$ cat config.mk
export PLATFORM = sky130hd
export DESIGN_NAME = intarb_top
export DESIGN_NICKNAME = d
export VERILOG_FILES = /design/src/rtl/intarb_pkg.sv /design/src/rtl/intarb_regs.sv /design/src/rtl/intarb_pick.sv /design/src/rtl/intarb_ack.sv /design/src/rtl/intarb_top.sv
export SDC_FILE = /design/constraint.sdc
export NUM_CORES = 1
export LEC_CHECK = 0
export ABC_AREA = 0
export BUFFER_PORTS_ARGS = -buffer_cell sky130_fd_sc_hd__buf_4
export CELL_PAD_IN_SITES_DETAIL_PLACEMENT = 1
export CELL_PAD_IN_SITES_GLOBAL_PLACEMENT = 2
export CORE_MARGIN = 10
export CORE_UTILIZATION = 33
export DETAILED_ROUTE_END_ITERATION = 7
export HOLD_SLACK_MARGIN = 0.12
export PLACE_DENSITY = 0.81
export SYNTH_ARGS = -nofsm -noshare
export SYNTH_HDL_FRONTEND = slang
export SYNTH_SLANG_ARGS = --single-unit
$ cat constraint.sdc
create_clock -name clk_i -period 3.3 [get_ports clk_i]
set_clock_uncertainty 0.2 [all_clocks]
set_input_delay 0.165 -clock clk_i [delete_from_list [all_inputs] [get_ports clk_i]]
set_output_delay 0.165 -clock clk_i [all_outputs]
set_load 0.05 [all_outputs]
$ cat src/rtl/intarb_pkg.sv
`timescale 1ns/1ps
package intarb_pkg;
  localparam int unsigned ADDR_W = 16;
  localparam int unsigned DATA_W = 8;
  localparam int unsigned BASE_DEFAULT = 'hFFF0;
endpackage

$ cat src/rtl/intarb_regs.sv
`timescale 1ns/1ps
module intarb_regs #(
  parameter int unsigned NUM_CH = 2,
  parameter int unsigned ADDR_W = 16,
  parameter int unsigned DATA_W = 8,
  parameter int unsigned BASE   = 'hFFF0
) (
  input  logic                           clk_i,
  input  logic                           rst_ni,
  input  logic [ADDR_W-1:0]              addr_i,
  input  logic [DATA_W-1:0]              wdata_i,
  input  logic                           we_i,
  output logic [DATA_W-1:0]              rdata_o,
  output logic [NUM_CH-1:0]              mask_o,
  output logic                           en_o,
  output logic [NUM_CH-1:0][DATA_W-1:0]  idx_o
);
  localparam logic [ADDR_W-1:0] MASK_A = ADDR_W'(BASE);
  localparam logic [ADDR_W-1:0] ENA_A  = ADDR_W'(BASE + NUM_CH + 1);

  logic [NUM_CH-1:0] mask_q;
  logic              en_q;
  logic [NUM_CH-1:0][DATA_W-1:0] idx_q;

  always_ff @(posedge clk_i or negedge rst_ni) begin
    if (!rst_ni) begin
      mask_q <= '0;
      en_q   <= 1'b0;
    end else if (we_i) begin
      if (addr_i == MASK_A) mask_q <= wdata_i[NUM_CH-1:0];
      if (addr_i == ENA_A)  en_q   <= wdata_i[0];
    end
  end

  for (genvar c = 0; c < NUM_CH; c++) begin : g_idx
    localparam logic [ADDR_W-1:0] IDX_A = ADDR_W'(BASE + c + 1);
    always_ff @(posedge clk_i or negedge rst_ni) begin
      if (!rst_ni)                      idx_q[c] <= '0;
      else if (we_i && addr_i == IDX_A) idx_q[c] <= wdata_i;
    end
  end

  always_comb begin
    rdata_o = '0;
    if (addr_i == MASK_A) rdata_o = DATA_W'(mask_q);
    if (addr_i == ENA_A)  rdata_o = DATA_W'(en_q);
    for (int c = 0; c < NUM_CH; c++) begin
      if (addr_i == ADDR_W'(BASE + c + 1)) rdata_o = idx_q[c];
    end
  end

  assign mask_o = mask_q;
  assign en_o   = en_q;
  assign idx_o  = idx_q;
endmodule

$ cat src/rtl/intarb_pick.sv
`timescale 1ns/1ps
module intarb_pick #(
  parameter int unsigned NUM_CH = 2
) (
  input  logic [NUM_CH-1:0] req_i,
  input  logic [NUM_CH-1:0] mask_i,
  input  logic              en_i,
  output logic              any_o,
  output logic [NUM_CH-1:0] win_o
);
  logic [NUM_CH-1:0] eff;
  logic [NUM_CH:0]   seen;

  assign eff     = req_i & mask_i & {NUM_CH{en_i}};
  assign seen[0] = 1'b0;

  // lowest index wins: each channel is blocked by any lower pending one
  for (genvar c = 0; c < NUM_CH; c++) begin : g_chain
    assign win_o[c]    = eff[c] & ~seen[c];
    assign seen[c + 1] = seen[c] | eff[c];
  end

  assign any_o = seen[NUM_CH];
endmodule

$ cat src/rtl/intarb_ack.sv
`timescale 1ns/1ps
module intarb_ack #(
  parameter int unsigned NUM_CH = 2,
  parameter int unsigned DATA_W = 8
) (
  input  logic                          clk_i,
  input  logic                          rst_ni,
  input  logic                          inta_i,
  input  logic [NUM_CH-1:0]             win_i,
  input  logic [NUM_CH-1:0][DATA_W-1:0] idx_i,
  output logic [NUM_CH-1:0]             iack_o,
  output logic [DATA_W-1:0]             vec_o,
  output logic                          vec_oe_o
);
  logic              inta_q;
  logic [NUM_CH-1:0] grant_q;
  logic [DATA_W-1:0] vec_q;
  logic [DATA_W-1:0] vec_d;

  always_comb begin
    vec_d = '0;
    for (int c = 0; c < NUM_CH; c++) begin
      if (win_i[c]) vec_d = vec_d | idx_i[c];
    end
  end

  always_ff @(posedge clk_i or negedge rst_ni) begin
    if (!rst_ni) begin
      inta_q  <= 1'b0;
      grant_q <= '0;
      vec_q   <= '0;
    end else begin
      inta_q <= inta_i;
      if (inta_i && !inta_q) begin
        grant_q <= win_i;
        vec_q   <= vec_d;
      end else if (!inta_i) begin
        grant_q <= '0;
      end
    end
  end

  // outputs gated by the live acknowledge so the bus is released at once
  assign iack_o   = inta_i ? grant_q : '0;
  assign vec_oe_o = inta_i & (|grant_q);
  assign vec_o    = vec_oe_o ? vec_q : '0;
endmodule

$ cat src/rtl/intarb_top.sv
`timescale 1ns/1ps
module intarb_top #(
  parameter int unsigned NUM_CH = 2,
  parameter int unsigned BASE   = intarb_pkg::BASE_DEFAULT
) (
  input  logic                          clk_i,
  input  logic                          rst_ni,
  input  logic [intarb_pkg::ADDR_W-1:0] bus_addr_i,
  input  logic [intarb_pkg::DATA_W-1:0] bus_wdata_i,
  input  logic                          bus_we_i,
  output logic [intarb_pkg::DATA_W-1:0] bus_rdata_o,
  input  logic [NUM_CH-1:0]             irq_req_i,
  output logic                          int_o,
  input  logic                          inta_i,
  output logic [NUM_CH-1:0]             iack_o,
  output logic [intarb_pkg::DATA_W-1:0] vec_o,
  output logic                          vec_oe_o
);
  localparam int unsigned AW = intarb_pkg::ADDR_W;
  localparam int unsigned DW = intarb_pkg::DATA_W;

  logic [NUM_CH-1:0]         mask_w;
  logic                      en_w;
  logic [NUM_CH-1:0][DW-1:0] idx_w;
  logic [NUM_CH-1:0]         win_w;

  intarb_regs #(.NUM_CH(NUM_CH), .ADDR_W(AW), .DATA_W(DW), .BASE(BASE)) i_regs (
    .clk_i   (clk_i),
    .rst_ni  (rst_ni),
    .addr_i  (bus_addr_i),
    .wdata_i (bus_wdata_i),
    .we_i    (bus_we_i),
    .rdata_o (bus_rdata_o),
    .mask_o  (mask_w),
    .en_o    (en_w),
    .idx_o   (idx_w)
  );

  intarb_pick #(.NUM_CH(NUM_CH)) i_pick (
    .req_i  (irq_req_i),
    .mask_i (mask_w),
    .en_i   (en_w),
    .any_o  (int_o),
    .win_o  (win_w)
  );

  intarb_ack #(.NUM_CH(NUM_CH), .DATA_W(DW)) i_ack (
    .clk_i    (clk_i),
    .rst_ni   (rst_ni),
    .inta_i   (inta_i),
    .win_i    (win_w),
    .idx_i    (idx_w),
    .iack_o   (iack_o),
    .vec_o    (vec_o),
    .vec_oe_o (vec_oe_o)
  );
endmodule

==> results of run 1 <==
==> final timing paths <==
path	start	endpoint	slack (ps)	cells after the start
worst max register to register	i_ack.inta_q	i_ack.vec_q[0]	1270	4
max in group asynchronous	rst_ni	i_ack.vec_q[3]	2450	2
min in group clk_i	bus_addr_i[0]	i_regs.mask_o[0]	160	4
worst min-delay path	rst_ni	i_regs.mask_o[0]	150	2
worst min register to register	i_ack.vec_q[2]	i_ack.vec_q[2]	290	2
worst max-delay path	inta_i	vec_o[2]	990	6
==> metal layers <==
metal | part of all wire, % | GRT usage [%]
met3 | 6.5 | 4.22
met1 | 44 | 14.6
met4 | 0.37 | 2.21
met2 | 49 | 18.5
met5 | 0 | 0
==> metrics by stage <==
stage	total power [mW]	utilization (%)	instances	hold slack, ps	setup WS [ps]
floorplan	0.386	-	121	-331	1090
global placement	0.425	43.3	219	-89.0	1280
detailed placement	0.426	43.3	219	-85.9	1260
CTS	0.798	48.6	239	155	969
global route	0.822	48.6	239	161	875
finish	0.789	48.6	239	150	995
==> critical path: cells and delay by family <==
family	cells	cell delay (ps)
buffers and inverters	3	900
and+or+nand+nor	3	870
==> final cells by class <==
cell class | instances | area (um^2)
fillers | 466 | 2220
repair buffers | 62 | 495
inverters | 10 | 37.5
multi-input cells | 77 | 644
clock inverters | 1 | 30.0
well taps | 52 | 65.1
clock buffers | 7 | 76.3
flip-flops and latches | 30 | 751
==> logic make-up after synthesis <==
logic type / count (synthesis)
muxes: 21
and+or+nand+nor: 38
AOI/OAI and AO/OA: 18
DFF: 30
buffers and inverters: 14
==> registers in the layout, indices dropped and copies added (netlist names) <==
register / count
i_regs.mask_o: 2
i_regs.en_o: 1
i_ack.grant_q: 2
i_regs.idx_o: 16
i_ack.vec_q: 8
i_ack.inta_q: 1
==> power by group <==
part           leakage [nW]  switching [mW]  internal [mW]  total (mW)
combinational         0.606          0.0263         0.0333      0.0596
sequential            0.417        0.000434          0.369       0.369
clock                0.0524           0.135          0.226       0.360
==> synth_stat cells <==
master | instances | area share [%]
a21o_1 | 2 | 1.0
a21oi_1 | 2 | 0.69
a222oi_1 | 8 | 5.5
a22oi_1 | 6 | 3.1
and2_1 | 2 | 0.86
and2_2 | 1 | 0.52
buf_6 | 1 | 0.77
clkbuf_1 | 3 | 0.77
dfrtp_1 | 30 | 52
inv_1 | 10 | 2.6
mux2_2 | 19 | 15
mux2i_1 | 1 | 0.69
mux4_2 | 1 | 1.5
nand2_1 | 3 | 0.77
nand2b_1 | 1 | 0.43
nand3_1 | 1 | 0.34
nand3_2 | 2 | 1.4
nand4_1 | 2 | 0.86
nand4b_1 | 2 | 1.2
nor2_1 | 10 | 2.6
nor2b_1 | 10 | 4.3
nor3_2 | 1 | 0.69
nor4_4 | 1 | 1.5
nor4b_2 | 1 | 1.0
or4_2 | 1 | 0.60
==> results.tsv, run 1 <==
stage	metric	value	unit
run_status	status	completed	
final_layout	stdcell_area	2100	um^2
logic_synthesis	synth_fa_ha_area_share	0	%
clock_tree	cts_resized	0	
sta	max_freq	434	MHz
clock_tree	insertion_delay	280	ps
logic_synthesis	syn_avg_cell_area	12.0	um^2
logic_synthesis	synth_compound_area_share	10.3	%
final_layout	drive_above_1_share	44.4	%
detailed_routing	routed_wl	4.35	mm
floorplanning	dieArea	7470	um^2
placement	portBuffers	49	
logic_synthesis	yosys.area_share.simple	17.0	%
grt	track_usage	11.6	%
logic_synthesis	ys_warn_count	0	
grt	antenna_found_initial	0	
final_layout	layout_common_cells	50 x buf_4, 30 x dfrtp_1, 19 x mux2_2	
critical_path	slowest_stage	nor2_1	
critical_path	required	2930	ps
sta	final_hold_viol_count	0	
clock_tree	htree_levels	2	
job	cap_viol_max_count	0	
placement	dp_hpwl	3.19	mm
logic_synthesis	synthXorXnorAreaFrac	0	%
floorplanning	die_w	86.4	um
sta	fin_crit	2310	ps
clock_tree	ctsHoldBuffers	12	
logic_synthesis	syn_inst	121	
sta	rsz0062_at_grt	no	
critical_path	path_max_fanout	9	
floorplanning	row_count	24	
clock_tree	cts_made_buffers	5	
clock_tree	cts_sinks	30	
detailed_routing	via_per_inst	5.18	
placement	gp_congestion	0.764	
power_and_ir_drop	cellPowerDensity	376	nW/um^2
final_layout	nNetsFinal	216	
floorplanning	initial_utilization	33.7	%
critical_path	max_stage_delay	570	ps
detailed_routing	drcViolationCount	0	
clock_tree	tritoncts	built	
sta	maxSlewViolCount	0	
detailed_routing	drt_pass1_iterations	4	
grt	grt_start_max_net_pins	31	
critical_path	crit_type	in2out	
critical_path	critPathLaunchType	input port	
critical_path	arrival	1940	ps
critical_path	worstPathCellList	dlygate4sd3_1 > buf_4 > and2_1 > nor2_1 > nor2b_1 > buf_4	
sta	timing.setup.tns	0	ps
detailed_routing	wl_per_cell	18.2	um
sta	finalSetupViolCount	0	
clock_tree	cts_max_path_buffers	2	
clock_tree	clk_pin_slew	70	ps
worst_hold_path	hold_class	in2async	
grt	grt_pass1_wl	7.02	mm
logic_synthesis	syn_area	1460	um^2
final_layout	final_common_cell	buf_4	
logic_synthesis	synth_top_family_by_area	simple AND/OR/NAND/NOR gates	
critical_path	end_kind	output pin	
final_layout	diodes	0	
logic_synthesis	synth-seq-cells	30	
clock_tree	root_buffer	clkbuf_8	
grt	overflow	0	
grt	first_global_vias	1368	
sta	worstMarginPinSlew	753	ps
clock_tree	postCtsSetupBuffers	0	
sta	post-route-period-util	69.9	%
detailed_routing	vias	1239	
power_and_ir_drop	ir_drop	201	uV
logic_synthesis	syn_nets	151	
logic_synthesis	ys_seq_area_share	51.6	%
floorplanning	io_pins	50	
logic_synthesis	synth_cell_types	25	
power_and_ir_drop	p_leak	1.08	nW
floorplanning	core_area	4320	um^2
floorplanning	fp.dieH	86.4	um
detailed_routing	ant_nets	0	
sta	timing.slew.headroom	49.6	%
logic_synthesis	synthMuxAreaShare	16.9	%
detailed_routing	drt-initial-drc-count	80	
final_layout	area_growth	44.3	%
critical_path	path_common_cell	buf_4	
placement	placed_cell_area	1870	um^2
No activity file was read; power rests on OpenSTA's default activity.
==> run 2: changes to the inputs <==
--- a/config.mk
+++ b/config.mk
@@ -10,10 +10,10 @@
 export CELL_PAD_IN_SITES_DETAIL_PLACEMENT = 1
 export CELL_PAD_IN_SITES_GLOBAL_PLACEMENT = 2
 export CORE_MARGIN = 10
-export CORE_UTILIZATION = 33
+export CORE_UTILIZATION = 31
 export DETAILED_ROUTE_END_ITERATION = 7
 export HOLD_SLACK_MARGIN = 0.12
-export PLACE_DENSITY = 0.81
+export PLACE_DENSITY = 0.77
 export SYNTH_ARGS = -nofsm -noshare
 export SYNTH_HDL_FRONTEND = slang
 export SYNTH_SLANG_ARGS = --single-unit
==> constraint.sdc (replaced) <==
create_clock -name clk_i -period 2.38 [get_ports clk_i]
set_clock_uncertainty 0.2 [all_clocks]
set_input_delay 0.119 -clock clk_i [delete_from_list [all_inputs] [get_ports clk_i]]
set_output_delay 0.119 -clock clk_i [all_outputs]
set_load 0.05 [all_outputs]
==> results.tsv, run 2 (synthesis gave the netlist of run 1 again) <==
stage	metric	value	unit
sta	timing.slew.headroom	66.5	%
sta	worstMarginPinSlew	503	ps
sta	hold_ws	214	ps
grt	track_usage	12.3	%
sta	rsz0062_at_grt	no	
clock_tree	htree_levels	2	
critical_path	required	2060	ps
critical_path	worstPathCellList	dlygate4sd3_1 > buf_4 > and2_1 > nor2_1 > buf_4 > nor2b_1 > buf_4	
sta	final_hold_viol_count	0	
clock_tree	cts_made_buffers	5	
detailed_routing	ant_nets	0	
floorplanning	die_w	88.5	um
critical_path	slowest_stage	dlygate4sd3_1	
worst_hold_path	hold_class	in2reg	
detailed_routing	vias	1258	
sta	timing.setup.tns	0	ps
grt	overflow	0	
floorplanning	fp.dieH	88.5	um
detailed_routing	drcViolationCount	0	
power_and_ir_drop	ir_drop	280	uV
placement	portBuffers	49	
clock_tree	root_buffer	clkbuf_8	
final_layout	multiInputGateArea	644	um^2
floorplanning	core_area	4440	um^2
final_layout	layout_common_cells	54 x buf_4, 30 x dfrtp_1, 19 x mux2_2	
run_status	status	completed	
grt	grt_pass1_wl	7.52	mm
critical_path	end_kind	output pin	
placement	dp_hpwl	3.37	mm
clock_tree	insertion_delay	280	ps
sta	post-route-period-util	87.7	%
detailed_routing	routed_wl	4.65	mm
clock_tree	clk_pin_slew	70	ps
clock_tree	cts_max_path_buffers	2	
detailed_routing	wl_per_cell	18.8	um
floorplanning	initial_utilization	32.7	%
placement	gp_congestion	0.727	
power_and_ir_drop	p_leak	1.12	nW
detailed_routing	drt-initial-drc-count	78	
floorplanning	row_count	24	
final_layout	nNetsFinal	224	
final_layout	area_growth	50.0	%
sta	maxSlewViolCount	0	
final_layout	final_util	49.1	%
critical_path	path_max_fanout	6	
clock_tree	tritoncts	built	
final_layout	final_common_cell	buf_4	
floorplanning	dieArea	7830	um^2
final_layout	diodes	0	
clock_tree	cts_sinks	30	
critical_path	crit_family	buffers and inverters	
worst_hold_path	min_from	bus_addr_i[12]	
critical_path	critPathLaunchType	input port	
critical_path	path_common_cell	buf_4	
critical_path	startpoint	inta_i	
final_layout	drive_above_1_share	45.6	%
grt	antenna_found_initial	0	
sta	fin_crit	2090	ps
critical_path	critPathBufInv	4	
detailed_routing	via_per_inst	5.09	
final_layout	largest_reg_flops	16	
power_and_ir_drop	cellPowerDensity	511	nW/um^2
power_and_ir_drop	power	1.11	mW
final_layout	nFillCells	484	
sta	max_freq	479	MHz
floorplanning	io_pins	50	
grt	first_global_vias	1433	
clock_tree	postCtsSetupBuffers	0	
job	cap_viol_max_count	0	
critical_path	max_stage_delay	550	ps
critical_path	rr_startpoint	i_ack.inta_q	
sta	finalSetupViolCount	0	
final_layout	seqCellArea	751	um^2
grt	grt_start_max_net_pins	24	
critical_path	crit_type	in2out	
critical_path	arrival	1770	ps
detailed_routing	drt_pass1_iterations	5	
[run 2: cell count changes in the layout (fill, tap and decap cells not counted), sizes merged]
cell,previous run,this run
clkinvlp,0,1
buf,50,55
clkbuf,7,6
dlygate4sd3,12,15
[run 2: metal layers]
metal  part of all wire, %  track usage [%]  up-vias
li1                      -                -      589
met1                    42             14.9      626
met2                    50             20.4       39
met3                   7.1             4.78        4
met4                  0.39             2.20        0
met5                     0                0        -
[run 2: per-stage QoR]
step                      area, um^2  cells  setup slack, ps
after floorplan                 1460    121              265
after global placement          1900    223              419
after detailed placement        1900    223              401
after CTS                       2180    247              304
after global routing            2180    247              163
final                           2180    247              293
[run 2: worst min-delay path, delay by kind of cell]
family                 cells  cell delay (ps)
buffers and inverters      1              110
multiplexers               1              140
AND/OR/NAND/NOR            3              290
[run 2: report_power, final]
| part | total (mW) | internal [mW] | switching (mW) |
|---|---|---|---|
| logic | 0.0945 | 0.0549 | 0.0397 |
| clock network | 0.509 | 0.312 | 0.197 |
| registers | 0.511 | 0.511 | 0.000677 |
[run 2: worst paths after layout]
kind                                   end  slack, ps  cells past startpoint
max reg2reg                 i_ack.vec_q[1]        540                      5
min reg2reg                 i_ack.vec_q[0]        290                      2
max in group asynchronous  i_regs.idx_o[9]       1090                      4
max                               vec_o[4]        290                      7
min                            i_regs.en_o        210                      5
min in group asynchronous   i_ack.vec_q[5]        540                      3
[run 2: final cells by class]
type | count | share of cell area, %
Clock buffer | 6 | 3.32
Inverter | 10 | 1.72
Timing Repair Buffer | 70 | 26.4
Clock inverter | 2 | 1.72
Tap cell | 52 | 2.98
Sequential cell | 30 | 34.4
Multi-Input combinational cell | 77 | 29.5
[run 2: timing repair]
item	4_1_cts	5_1_grt
resized for setup	0	0
hold buffers	16	0
endpoints found under the hold margin	52	0
